## config.mk

```make
export PLATFORM = sky130hd
export DESIGN_NAME = tmr_cc_channel
export DESIGN_NICKNAME = d
export VERILOG_FILES = /design/src/rtl/tmr_cc_pkg.sv /design/src/rtl/tmr_cc_capture.sv /design/src/rtl/tmr_cc_outunit.sv /design/src/rtl/tmr_cc_channel.sv
export SDC_FILE = /design/constraint.sdc
export NUM_CORES = 1
export LEC_CHECK = 0
export ABC_AREA = 1
export BUFFER_PORTS_ARGS = -buffer_cell sky130_fd_sc_hd__buf_4
export CORE_MARGIN = 3
export CORE_UTILIZATION = 50
export CTS_CLUSTER_SIZE = 40
export DETAILED_ROUTE_END_ITERATION = 8
export PLACE_DENSITY_LB_ADDON = 0.1
export SETUP_SLACK_MARGIN = 0.2
export SLEW_MARGIN = 15
export SYNTH_ARGS = -nofsm -noshare
export SYNTH_HDL_FRONTEND = slang
export SYNTH_HIERARCHICAL = 1
export SYNTH_SLANG_ARGS = --single-unit
export TNS_END_PERCENT = 50
```

## constraint.sdc

```tcl
create_clock -name clk -period 4.6 [get_ports clk]
set_input_delay 0.46 -clock clk [delete_from_list [all_inputs] [get_ports clk]]
set_output_delay 0.46 -clock clk [all_outputs]
set_load 0.005 [all_outputs]
```

## src/rtl/tmr_cc_pkg.sv

```systemverilog
package tmr_cc_pkg;

   typedef enum logic [1:0] {
      EDGE_NONE = 2'd0,
      EDGE_RISE = 2'd1,
      EDGE_FALL = 2'd2,
      EDGE_ANY  = 2'd3
   } edge_sel_e;

   typedef enum logic [1:0] {
      SRC_PIN_A = 2'd0,
      SRC_PIN_B = 2'd1,
      SRC_LOW   = 2'd2,
      SRC_HIGH  = 2'd3
   } src_sel_e;

   typedef enum logic [2:0] {
      OM_DIRECT  = 3'd0,
      OM_SET     = 3'd1,
      OM_TOG_CLR = 3'd2,
      OM_SET_CLR = 3'd3,
      OM_TOGGLE  = 3'd4,
      OM_CLEAR   = 3'd5,
      OM_TOG_SET = 3'd6,
      OM_CLR_SET = 3'd7
   } out_mode_e;

   typedef enum logic [1:0] {
      ACT_HOLD = 2'd0,
      ACT_SET  = 2'd1,
      ACT_CLR  = 2'd2,
      ACT_TOG  = 2'd3
   } pin_act_e;

   function automatic logic apply_act(input pin_act_e act, input logic cur);
      case (act)
         ACT_SET: return 1'b1;
         ACT_CLR: return 1'b0;
         ACT_TOG: return ~cur;
         default: return cur;
      endcase
   endfunction

endpackage

```

## src/rtl/tmr_cc_capture.sv

```systemverilog
module tmr_cc_capture
   import tmr_cc_pkg::*;
#(
   parameter int SYNC_STAGES = 2
) (
   input  logic       clk,
   input  logic       rst_n,
   input  logic       src_a_i,
   input  logic       src_b_i,
   input  logic [1:0] src_sel_i,
   input  logic [1:0] edge_sel_i,
   input  logic       arm_i,
   input  logic       sync_en_i,
   input  logic       tick_i,
   output logic       sel_raw_o,
   output logic       fire_o
);

   localparam int LAST = SYNC_STAGES - 1;

   if (SYNC_STAGES < 1 || SYNC_STAGES > 4) begin : g_bad_stages
      $error("tmr_cc_capture: SYNC_STAGES must lie in 1..4");
   end

   logic             sel_raw;
   logic [LAST:0]    sync_q;
   logic             prev_q;
   logic             pend_q;
   logic             rise, fall, edge_hit, evt;

   always_comb begin
      case (src_sel_e'(src_sel_i))
         SRC_PIN_A: sel_raw = src_a_i;
         SRC_PIN_B: sel_raw = src_b_i;
         SRC_LOW:   sel_raw = 1'b0;
         default:   sel_raw = 1'b1;
      endcase
   end

   assign sel_raw_o = sel_raw;

   for (genvar k = 0; k < SYNC_STAGES; k++) begin : g_sync
      if (k == 0) begin : g_first
         always_ff @(posedge clk or negedge rst_n) begin
            if (!rst_n) sync_q[0] <= 1'b0;
            else        sync_q[0] <= sel_raw;
         end
      end else begin : g_next
         always_ff @(posedge clk or negedge rst_n) begin
            if (!rst_n) sync_q[k] <= 1'b0;
            else        sync_q[k] <= sync_q[k-1];
         end
      end
   end

   always_ff @(posedge clk or negedge rst_n) begin
      if (!rst_n) prev_q <= 1'b0;
      else        prev_q <= sync_q[LAST];
   end

   assign rise = sync_q[LAST] & ~prev_q;
   assign fall = ~sync_q[LAST] & prev_q;

   always_comb begin
      case (edge_sel_e'(edge_sel_i))
         EDGE_RISE: edge_hit = rise;
         EDGE_FALL: edge_hit = fall;
         EDGE_ANY:  edge_hit = rise | fall;
         default:   edge_hit = 1'b0;
      endcase
   end

   assign evt    = arm_i & edge_hit;
   assign fire_o = arm_i & (sync_en_i ? (tick_i & (evt | pend_q)) : evt);

   always_ff @(posedge clk or negedge rst_n) begin
      if (!rst_n)                      pend_q <= 1'b0;
      else if (!arm_i || !sync_en_i)   pend_q <= 1'b0;
      else if (fire_o)                 pend_q <= 1'b0;
      else if (evt)                    pend_q <= 1'b1;
   end

   // a held edge stays held until the strobe arrives
   p_pend_hold_r6: assert property (@(posedge clk) disable iff (!rst_n)
      (pend_q && arm_i && sync_en_i && !tick_i) |=> pend_q);

endmodule

```

## src/rtl/tmr_cc_outunit.sv

```systemverilog
module tmr_cc_outunit
   import tmr_cc_pkg::*;
(
   input  logic       clk,
   input  logic       rst_n,
   input  logic [2:0] mode_i,
   input  logic       sw_bit_i,
   input  logic       own_evt_i,
   input  logic       per_evt_i,
   output logic       pin_o
);

   pin_act_e own_act, per_act;
   logic     pin_q, pin_d;

   always_comb begin
      own_act = ACT_HOLD;
      per_act = ACT_HOLD;
      case (out_mode_e'(mode_i))
         OM_SET:     own_act = ACT_SET;
         OM_TOGGLE:  own_act = ACT_TOG;
         OM_CLEAR:   own_act = ACT_CLR;
         OM_TOG_CLR: begin own_act = ACT_TOG; per_act = ACT_CLR; end
         OM_SET_CLR: begin own_act = ACT_SET; per_act = ACT_CLR; end
         OM_TOG_SET: begin own_act = ACT_TOG; per_act = ACT_SET; end
         OM_CLR_SET: begin own_act = ACT_CLR; per_act = ACT_SET; end
         default:    ;
      endcase
   end

   always_comb begin
      if (out_mode_e'(mode_i) == OM_DIRECT)             pin_d = sw_bit_i;
      else if (per_evt_i && per_act != ACT_HOLD)        pin_d = apply_act(per_act, pin_q);
      else if (own_evt_i)                               pin_d = apply_act(own_act, pin_q);
      else                                              pin_d = pin_q;
   end

   always_ff @(posedge clk or negedge rst_n) begin
      if (!rst_n) pin_q <= 1'b0;
      else        pin_q <= pin_d;
   end

   assign pin_o = pin_q;

   p_set_mode_r11: assert property (@(posedge clk) disable iff (!rst_n)
      (mode_i == 3'd1 && own_evt_i) |=> pin_o);
   p_clr_mode_r11: assert property (@(posedge clk) disable iff (!rst_n)
      (mode_i == 3'd5 && own_evt_i) |=> !pin_o);
   p_per_clr_r12: assert property (@(posedge clk) disable iff (!rst_n)
      (mode_i == 3'd3 && per_evt_i) |=> !pin_o);
   p_per_set_r12: assert property (@(posedge clk) disable iff (!rst_n)
      (mode_i == 3'd7 && per_evt_i) |=> pin_o);

endmodule

```

## src/rtl/tmr_cc_channel.sv

```systemverilog
module tmr_cc_channel
   import tmr_cc_pkg::*;
#(
   parameter int CNT_W       = 16,
   parameter int SYNC_STAGES = 2
) (
   input  logic             clk,
   input  logic             rst_n,
   input  logic [CNT_W-1:0] count_i,
   input  logic             tick_i,
   input  logic             period_eq_i,
   input  logic             src_a_i,
   input  logic             src_b_i,
   input  logic             mode_cap_i,
   input  logic [1:0]       edge_sel_i,
   input  logic [1:0]       src_sel_i,
   input  logic             sync_en_i,
   input  logic [2:0]       out_mode_i,
   input  logic             out_bit_i,
   input  logic             irq_en_i,
   input  logic             cmp_wr_i,
   input  logic [CNT_W-1:0] cmp_data_i,
   input  logic             flag_clr_i,
   input  logic             lost_clr_i,
   output logic [CNT_W-1:0] cmp_val_o,
   output logic             equ_o,
   output logic             pin_o,
   output logic             cci_o,
   output logic             cci_latched_o,
   output logic             evt_flag_o,
   output logic             irq_o,
   output logic             lost_o
);

   if (CNT_W < 2 || CNT_W > 32) begin : g_bad_width
      $error("tmr_cc_channel: CNT_W must lie in 2..32");
   end

   logic [CNT_W-1:0] cmp_q;
   logic             match_now, match_q, equ;
   logic             cap_fire, sel_raw;
   logic             flag_q, lost_q, latch_q;

   tmr_cc_capture #(.SYNC_STAGES(SYNC_STAGES)) u_cap (
      .clk        (clk),
      .rst_n      (rst_n),
      .src_a_i    (src_a_i),
      .src_b_i    (src_b_i),
      .src_sel_i  (src_sel_i),
      .edge_sel_i (edge_sel_i),
      .arm_i      (mode_cap_i),
      .sync_en_i  (sync_en_i),
      .tick_i     (tick_i),
      .sel_raw_o  (sel_raw),
      .fire_o     (cap_fire)
   );

   // equal event: first cycle of a match only
   assign match_now = ~mode_cap_i & (count_i == cmp_q);
   assign equ       = match_now & ~match_q;

   always_ff @(posedge clk or negedge rst_n) begin
      if (!rst_n) match_q <= 1'b0;
      else        match_q <= match_now;
   end

   always_ff @(posedge clk or negedge rst_n) begin
      if (!rst_n)        cmp_q <= '0;
      else if (cap_fire) cmp_q <= count_i;
      else if (cmp_wr_i) cmp_q <= cmp_data_i;
   end

   always_ff @(posedge clk or negedge rst_n) begin
      if (!rst_n)              flag_q <= 1'b0;
      else if (cap_fire | equ) flag_q <= 1'b1;
      else if (flag_clr_i)     flag_q <= 1'b0;
   end

   always_ff @(posedge clk or negedge rst_n) begin
      if (!rst_n)                  lost_q <= 1'b0;
      else if (cap_fire && flag_q) lost_q <= 1'b1;
      else if (lost_clr_i)         lost_q <= 1'b0;
   end

   always_ff @(posedge clk or negedge rst_n) begin
      if (!rst_n)   latch_q <= 1'b0;
      else if (equ) latch_q <= sel_raw;
   end

   tmr_cc_outunit u_out (
      .clk       (clk),
      .rst_n     (rst_n),
      .mode_i    (out_mode_i),
      .sw_bit_i  (out_bit_i),
      .own_evt_i (equ),
      .per_evt_i (period_eq_i),
      .pin_o     (pin_o)
   );

   assign cmp_val_o     = cmp_q;
   assign equ_o         = equ;
   assign cci_o         = sel_raw;
   assign cci_latched_o = latch_q;
   assign evt_flag_o    = flag_q;
   assign irq_o         = flag_q & irq_en_i;
   assign lost_o        = lost_q;

   p_cap_load_r5: assert property (@(posedge clk) disable iff (!rst_n)
      cap_fire |=> (cmp_val_o == $past(count_i)) && evt_flag_o);
   p_equ_flag_r2: assert property (@(posedge clk) disable iff (!rst_n)
      equ_o |=> evt_flag_o);
   p_lost_set_r7: assert property (@(posedge clk) disable iff (!rst_n)
      (cap_fire && evt_flag_o) |=> lost_o);
   p_lost_hold_r7: assert property (@(posedge clk) disable iff (!rst_n)
      (lost_o && !lost_clr_i) |=> lost_o);
   p_cap_no_equ_r4: assert property (@(posedge clk) disable iff (!rst_n)
      mode_cap_i |-> !equ_o);

endmodule

```

==> results by group, run 1 <==
Status
  – Status: finished clean

Critical path
  – WP data arrival: 2740 ps
  – Crit-path cells: inv_1 > ha_1 > inv_1 > nand2_1 > nand3_1 > nand2_1 > a21oi_2 > buf_4 > nor2_1 > inv_1 > o22ai_1 > nor2_1
  – CP most frequent cell: inv_1
  – Crit Path Max Fanout: 31
  – Setup crit end kind: register
  – Worst EP required: 4820 ps
  – WS Path Type: reg -> reg
  – Worst path max stage delay: 660 ps
  – Crit start category: register
  – Worst path slowest cell: nor2_1

Place
  – Dpl cells: 334
  – GP Congestion: 0.7420
  – Dpl ws: 2065 ps
  – Dpl hpwl: 3.016 mm
  – Port Buffers: 74
  – Placed inst area: 0.002165 mm²

Global route
  – GRT Total Usage: 20.91%
  – Initial antenna violation count: 0
  – First-pass GRT wire length: 6.720 mm
  – M2 GR Usage: 34.81%
  – Gr ovfl total: 0
  – Met1 GRT Util: 27.35%
  – Number of global-route vias before repair: 1564
  – Pin count of the biggest net entering global routing: 32
  – Met3 global-route usage: 4.685%
  – GR peak layer: met2

Job
  – Max cap viols: 0

Logic synthesis
  – Post-Synthesis Net Count: 276
  – Cells after Synth: 222
  – Yosys warns: 6
  – Mean Syn Cell Area: 7.101 µm²
  – Seq/Total Area, Yosys: 39.68%
  – Yosys reg bits: 25
  – Distinct cell type count of the synthesized netlist: 22
  – Post-synthesis cell area: 0.001577 mm²

STA
  – Worst Tran Pin Value: 813.2 ps
  – Slew Viols, Final: 0
  – RSZ-0062 raised after global routing: false
  – F_max: 396.7 MHz
  – Hold Vio Cnt, Final: 0
  – Rel. slew slack: 45.59%
  – Final period utilization: 54.80%
  – Setup TNS: 0 ps
  – Worst Skew: 3.913 ps
  – WHS: 19.15 ps
  – Setup violations, final: 0
  – Fin crit period: 2521 ps
  – Fin worst setup slack: 2079 ps

Die
  – CORE AREA: 0.002877 mm²
  – Die height: 62.15 µm
  – Row Count: 19
  – Die Wd: 62.15 µm
  – Io pins: 75
  – Die area: 0.003863 mm²
  – Starting density of the core: 54.81%

Worst hold path
  – Hold WC Path Type: in -> async

Routing
  – DR vias: 1614
  – Drt pass-1 iters: 4
  – WL/cell: 11.08 µm
  – # DRC: 0
  – Vias per cell: 4.775
  – Drt initial violations: 64
  – Post-DRT Antenna Nets: 0
  – Post-Route WL: 3.744 mm

Cells and area
  – Area Growth Syn to Fin: 38.97%
  – Layout Cells excl Fill: 338
  – Nets: 351
  – Antenna diodes: 0
  – Final Core Density: 76.16%
  – Share of layout cells above drive strength 1: 31.08%
  – Final non-filler cell area: 0.002191 mm²

Pwr
  – Sequential Power Share: 49.0%
  – Leak Pwr: 1.237 nW
  – Design Power: 0.5347 mW
  – Maximum vdd ir drop: 0.0001463 V
  – Clock power frac: 18.4%
  – Switch share: 31.15%
  – Sw Pwr: 0.1665 mW
  – Logic pwr share: 32.6%
  – Internal power: 0.3681 mW
  – PwrDens: 244.1 mW/mm²

Clock network
  – H-Tree Depth: 1
  – Cts hold-fix bufs: 0
  – Postcts setup bufs: 0
  – Max clock buf depth: 2
  – # resized after CTS: 0
  – Number of CTS-inserted buffers: 3
  – Clk_lat worst skew: 310 ps
  – Root buffer cell: clkbuf_4
  – CTS tree: yes
  – Num Clock Sinks: 25
  – Clock slew at reported path FFs: 130 ps
[layer usage]
| layer | part of all wire (%) | up-vias |
|---|---|---|
| li1 | - | 846 |
| met1 | 44 | 710 |
| met2 | 48 | 54 |
| met3 | 6.9 | 4 |
| met4 | 1.1 | 0 |
| met5 | 0 | - |
[final timing paths]
check	cells past startpoint	slack, ps	start	endpoint
worst min register to register	0	370	u_cap/sync_q[0]	u_cap/sync_q[1]
max in group asynchronous	1	4330	rst_n	cmp_val_o[7]
worst max register to register	12	2080	u_cap/sync_q[1]	cmp_val_o[8]
worst max-delay path	12	2080	u_cap/sync_q[1]	cmp_val_o[8]
min in group clk	2	310	lost_clr_i	lost_o
worst min-delay path	1	20	rst_n	cmp_val_o[12]
[cell type report]
type / count / area, µm²
clock buffers: 4 / 26.28
fillers: 231 / 685.7
inverters: 48 / 180.2
multi-input cells: 144 / 743.2
flip-flops and latches: 25 / 625.6
well taps: 42 / 52.55
repair buffers: 75 / 563.0
[registers in the layout (all words and copies together) (netlist names)]
register and flops:
match_q 1, cci_latched_o 1, cmp_val_o 16, lost_o 1, evt_flag_o 1, u_cap/pend_q 1
u_out/pin_o 1, u_cap/sync_q 2, u_cap/prev_q 1
[cell usage after synthesis]
cell      number  share of area (%)
o21ai_0        2               0.63
inv_2          2               0.48
buf_2          4                1.3
buf_4          1               0.48
a21boi_2       1               0.71
nand4_1        3                1.2
o22ai_1        6                2.4
nor3_1        16                5.1
xor2_1         2                1.1
nand4_2        1               0.79
nand3_1        4                1.3
nand2_2        1               0.40
nor2_2         6                2.4
inv_1         46                 11
a221oi_1      11                6.1
a21oi_1        1               0.32
a21oi_2        3                1.7
xnor2_1        4                2.2
nor2_1        19                4.5
ha_1           2                1.6
dfrtp_1       25                 40
nand2_1       62                 15
[power groups by stage]
stage | Combinational (mW) | Sequential [mW] | Clock [mW]
after floorplan | 0.0846 | 0.265 | 0
after global placement | 0.173 | 0.266 | 0
after detailed placement | 0.177 | 0.267 | 0
after CTS | 0.177 | 0.262 | 0.104
after global routing | 0.198 | 0.266 | 0.112
final | 0.174 | 0.262 | 0.0982
[logic make-up after synthesis]
family | after synthesis | share of synthesized area, %
flops | 25 | 39.68
xor+xnor | 6 | 3.333
simple gates | 112 | 30.40
buf+inv | 53 | 13.18
fa+ha+maj | 2 | 1.587
compound gates | 24 | 11.83
[layout by cell type, fill, tap and decap left out]
cell type and instances:
a21boi_2 1, ha_1 2, a221oi_1 11, inv_1 46, nand2_1 62, a21oi_1 1
nand3_1 4, nand4_2 1, nand4_1 3, o22ai_1 6, nor3_1 16, inv_2 2
clkbuf_4 3, a21oi_2 3, nand2_2 1, buf_4 75, clkbuf_1 1, xnor2_1 4
o21ai_0 2, nor2_1 19, nor2_2 6, dfrtp_1 25, xor2_1 2
[critical path: cells and delay by family (launching register included)]
| kind | cells | cell delay [ps] |
|---|---|---|
| buffers and inverters | 4 | 570 |
| AND/OR/NAND/NOR | 5 | 930 |
| flip-flops | 1 | 390 |
| AO/OA/AOI/OAI | 2 | 250 |
| adder cells (fa/ha/maj) | 1 | 280 |
Power figures use the tool's default switching activity.
==> run 2, diff against run 1 <==
- CORE_UTILIZATION: 50 -> 42
- clock period: 4.6 -> 2.3 ns (I/O delays scaled with it)
==> results by group, run 2 (synthesis results as in run 1) <==
Critical path
  – Crit path buffers/inverters: 4 (unchanged)
  – Top Family by Delay on Critical Path: buffers and inverters
  – Worst path slowest cell: dfrtp_1
  – Crit-path cells: inv_1 > ha_1 > inv_1 > nand2_1 > nand3_1 > nand2_1 > a21oi_4 > buf_8 > inv_1 > o22ai_1 > nor2_1
  – WP depth: 11 (-1)
  – WP data arrival: 2080 ps (-660 ps)
  – Reg2reg setup slack: 380 ps (-1690 ps)
  – WS Path Type: reg -> reg
  – Crit Path Max Fanout: 30 (-3.2%)
  – Reg2Reg Depth: 11 (-1)
  – Worst EP required: 2460 ps (-2360 ps)
  – R2R Path End: cmp_val_o[8]
  – Worst Setup EP: cmp_val_o[8]
  – FF-to-FF Start: u_cap/sync_q[1]
  – Setup crit end kind: register
  – CP most frequent cell: inv_1
  – Crit path from: u_cap/sync_q[1]
  – Worst path max stage delay: 370 ps (-290 ps)
  – Crit start category: register

Pwr
  – PwrDens: 505.9 mW/mm² (+110%)
  – Sequential Power Share: 46.1% (-2.9 points)
  – Switch share: 30.30% (-0.84 points)
  – Internal power: 0.7928 mW (+120%)
  – Leak Pwr: 1.256 nW (+1.5%)
  – Sw Pwr: 0.3447 mW (+110%)
  – Logic pwr share: 31.1% (-1.5 points)
  – Maximum vdd ir drop: 0.0003018 V (+110%)
  – Clock power frac: 22.8% (+4.4 points)

Die
  – Die height: 67.27 µm (+8.2%)
  – Starting density of the core: 45.45% (-9.4 points)
  – CORE AREA: 0.003468 mm² (+21%)
  – Io pins: 75 (unchanged)
  – Row Count: 21 (+2)
  – Die area: 0.004525 mm² (+17%)
  – Die Wd: 67.27 µm (+8.2%)

Routing
  – Post-DRT Antenna Nets: 0 (unchanged)
  – # DRC: 0 (unchanged)
  – Post-Route WL: 3.798 mm (+1.4%)
  – Drt initial violations: 46 (-28%)
  – Drt pass-1 iters: 4 (unchanged)
  – Vias per cell: 4.659 (-2.4%)
  – DR vias: 1598 (-0.99%)
  – WL/cell: 11.07 µm (about the same)

Clock network
  – Number of CTS-inserted buffers: 3 (unchanged)
  – Num Clock Sinks: 25 (unchanged)
  – H-Tree Depth: 1 (unchanged)
  – Clock slew at reported path FFs: 90 ps (-40 ps)
  – Root buffer cell: clkbuf_8
  – Clk_lat worst skew: 270 ps (-40 ps)
  – Max clock buf depth: 2 (unchanged)
  – CTS tree: yes
  – Postcts setup bufs: 0 (unchanged)

STA
  – F_max: 522.1 MHz (+32%)
  – Slew Viols, Final: 0 (unchanged)
  – Fin worst setup slack: 384.8 ps (-1694 ps)
  – Worst Skew: 2.014 ps (-1.899 ps)
  – Setup TNS: 0 ps (unchanged)
  – RSZ-0062 raised after global routing: false
  – Fin crit period: 1915 ps (-605.6 ps)
  – Rel. slew slack: 65.41% (+20 points)
  – Final period utilization: 83.27% (+28 points)
  – Setup violations, final: 0 (unchanged)
  – Worst Tran Pin Value: 518.3 ps (-294.9 ps)
  – Hold Vio Cnt, Final: 0 (unchanged)

Job
  – Max cap viols: 0 (unchanged)

Place
  – Port Buffers: 74 (unchanged)
  – GP Congestion: 0.7635 (+2.9%)
  – Dpl cells: 338 (+1.2%)
  – Dpl ws: 14.20 ps (-2051 ps)
  – Dpl hpwl: 2.979 mm (-1.2%)

Cells and area
  – Fill cells: 339 (+47%)
  – Max reg flops: 16 (unchanged)
  – Antenna diodes: 0 (unchanged)
  – Most common cell after layout, fill and taps aside: buf_4
  – Nets: 352 (+0.28%)
  – Share of layout cells above drive strength 1: 31.65% (+0.57 points)
  – Layout Cells excl Fill: 343 (+1.5%)
  – Area Growth Syn to Fin: 42.62%
  – Most frequent cells in the layout: 74 x buf_4, 62 x nand2_1, 46 x inv_1

Global route
  – Initial antenna violation count: 0 (unchanged)
  – Pin count of the biggest net entering global routing: 31 (-3.1%)
  – First-pass GRT wire length: 6.382 mm (-5.0%)
  – Number of global-route vias before repair: 1486 (-5.0%)
  – Gr ovfl total: 0 (unchanged)
  – GRT Total Usage: 18.00% (-2.9 points)

Worst hold path
  – Hold WC Path Type: in -> reg
  – Hold path depth: 2

Status
  – Status: finished clean
run 2: cell count changes in the layout (fill, tap and decap cells not counted):
cell,change
buf_4,-1
a21oi_2,-1
buf_8,+1
a21oi_4,+1
clkbuf_4,-3
clkbuf_8,+3
clkinv_2,+1
dlygate4sd3_1,+1
clkbuf_1,-1
nor2_4,+1
nor2_1,-1
run 2: worst min path at each step:
stage	to	start	slack, ps
after floorplan	cci_latched_o	rst_n	-70
after global placement	cmp_val_o[12]	rst_n	150
after detailed placement	cmp_val_o[12]	rst_n	150
after CTS	lost_o	lost_clr_i	160
after global routing	lost_o	lost_clr_i	160
final	lost_o	lost_clr_i	160
run 2: per-stage QoR:
stage	total power, mW	instance area, µm²	util, %	hold slack [ps]
after floorplan	0.7003	1577	-	-65.59
after global placement	0.8809	2170	62.55	154.2
after detailed placement	0.8851	2170	62.55	154.3
after CTS	1.147	2228	64.25	158.4
after global routing	1.224	2248	64.83	158.9
final	1.138	2248	64.83	158.8
run 2: layout make-up:
cell class | count | area [µm²] | area share, %
clock buffer | 3 | 41.29 | 1.836
timing repair buffer | 76 | 580.6 | 25.82
tap | 46 | 57.56 | 2.560
clock inverter | 1 | 5.005 | 0.2226
sequential | 25 | 625.6 | 27.82
inverter | 48 | 180.2 | 8.013
multi-input combinational | 144 | 758.2 | 33.72
run 2: metal layers:
layer	global-route usage (%)	share of wire [%]	wire length, µm
met1	24.92	46	1763
met2	28.83	44	1675
met3	3.494	8.5	324
met4	4.557	0.92	35
met5	0	0	0
run 2: worst register-to-register path: cells and delay by family (launching register included):
family,cells,cell delay [ps]
adders and majority gates,1,280
and+or+nand+nor,4,270
AOI/OAI and AO/OA,2,400
DFF,1,370
buffers and inverters,4,490
run 2: repair_timing:
action	CTS	global route
resized for setup	1	4
hold endpoints to repair	25	0
endpoints found under the setup margin	5	9
hold buffers	1	0
run 2: power by group through the flow:
stage / registers (mW) / logic, mW / clock network, mW
after floorplan: 0.531 / 0.169 / 0
after global placement: 0.533 / 0.348 / 0
after detailed placement: 0.532 / 0.353 / 0
after CTS: 0.524 / 0.355 / 0.268
after global routing: 0.533 / 0.406 / 0.286
final: 0.524 / 0.354 / 0.259
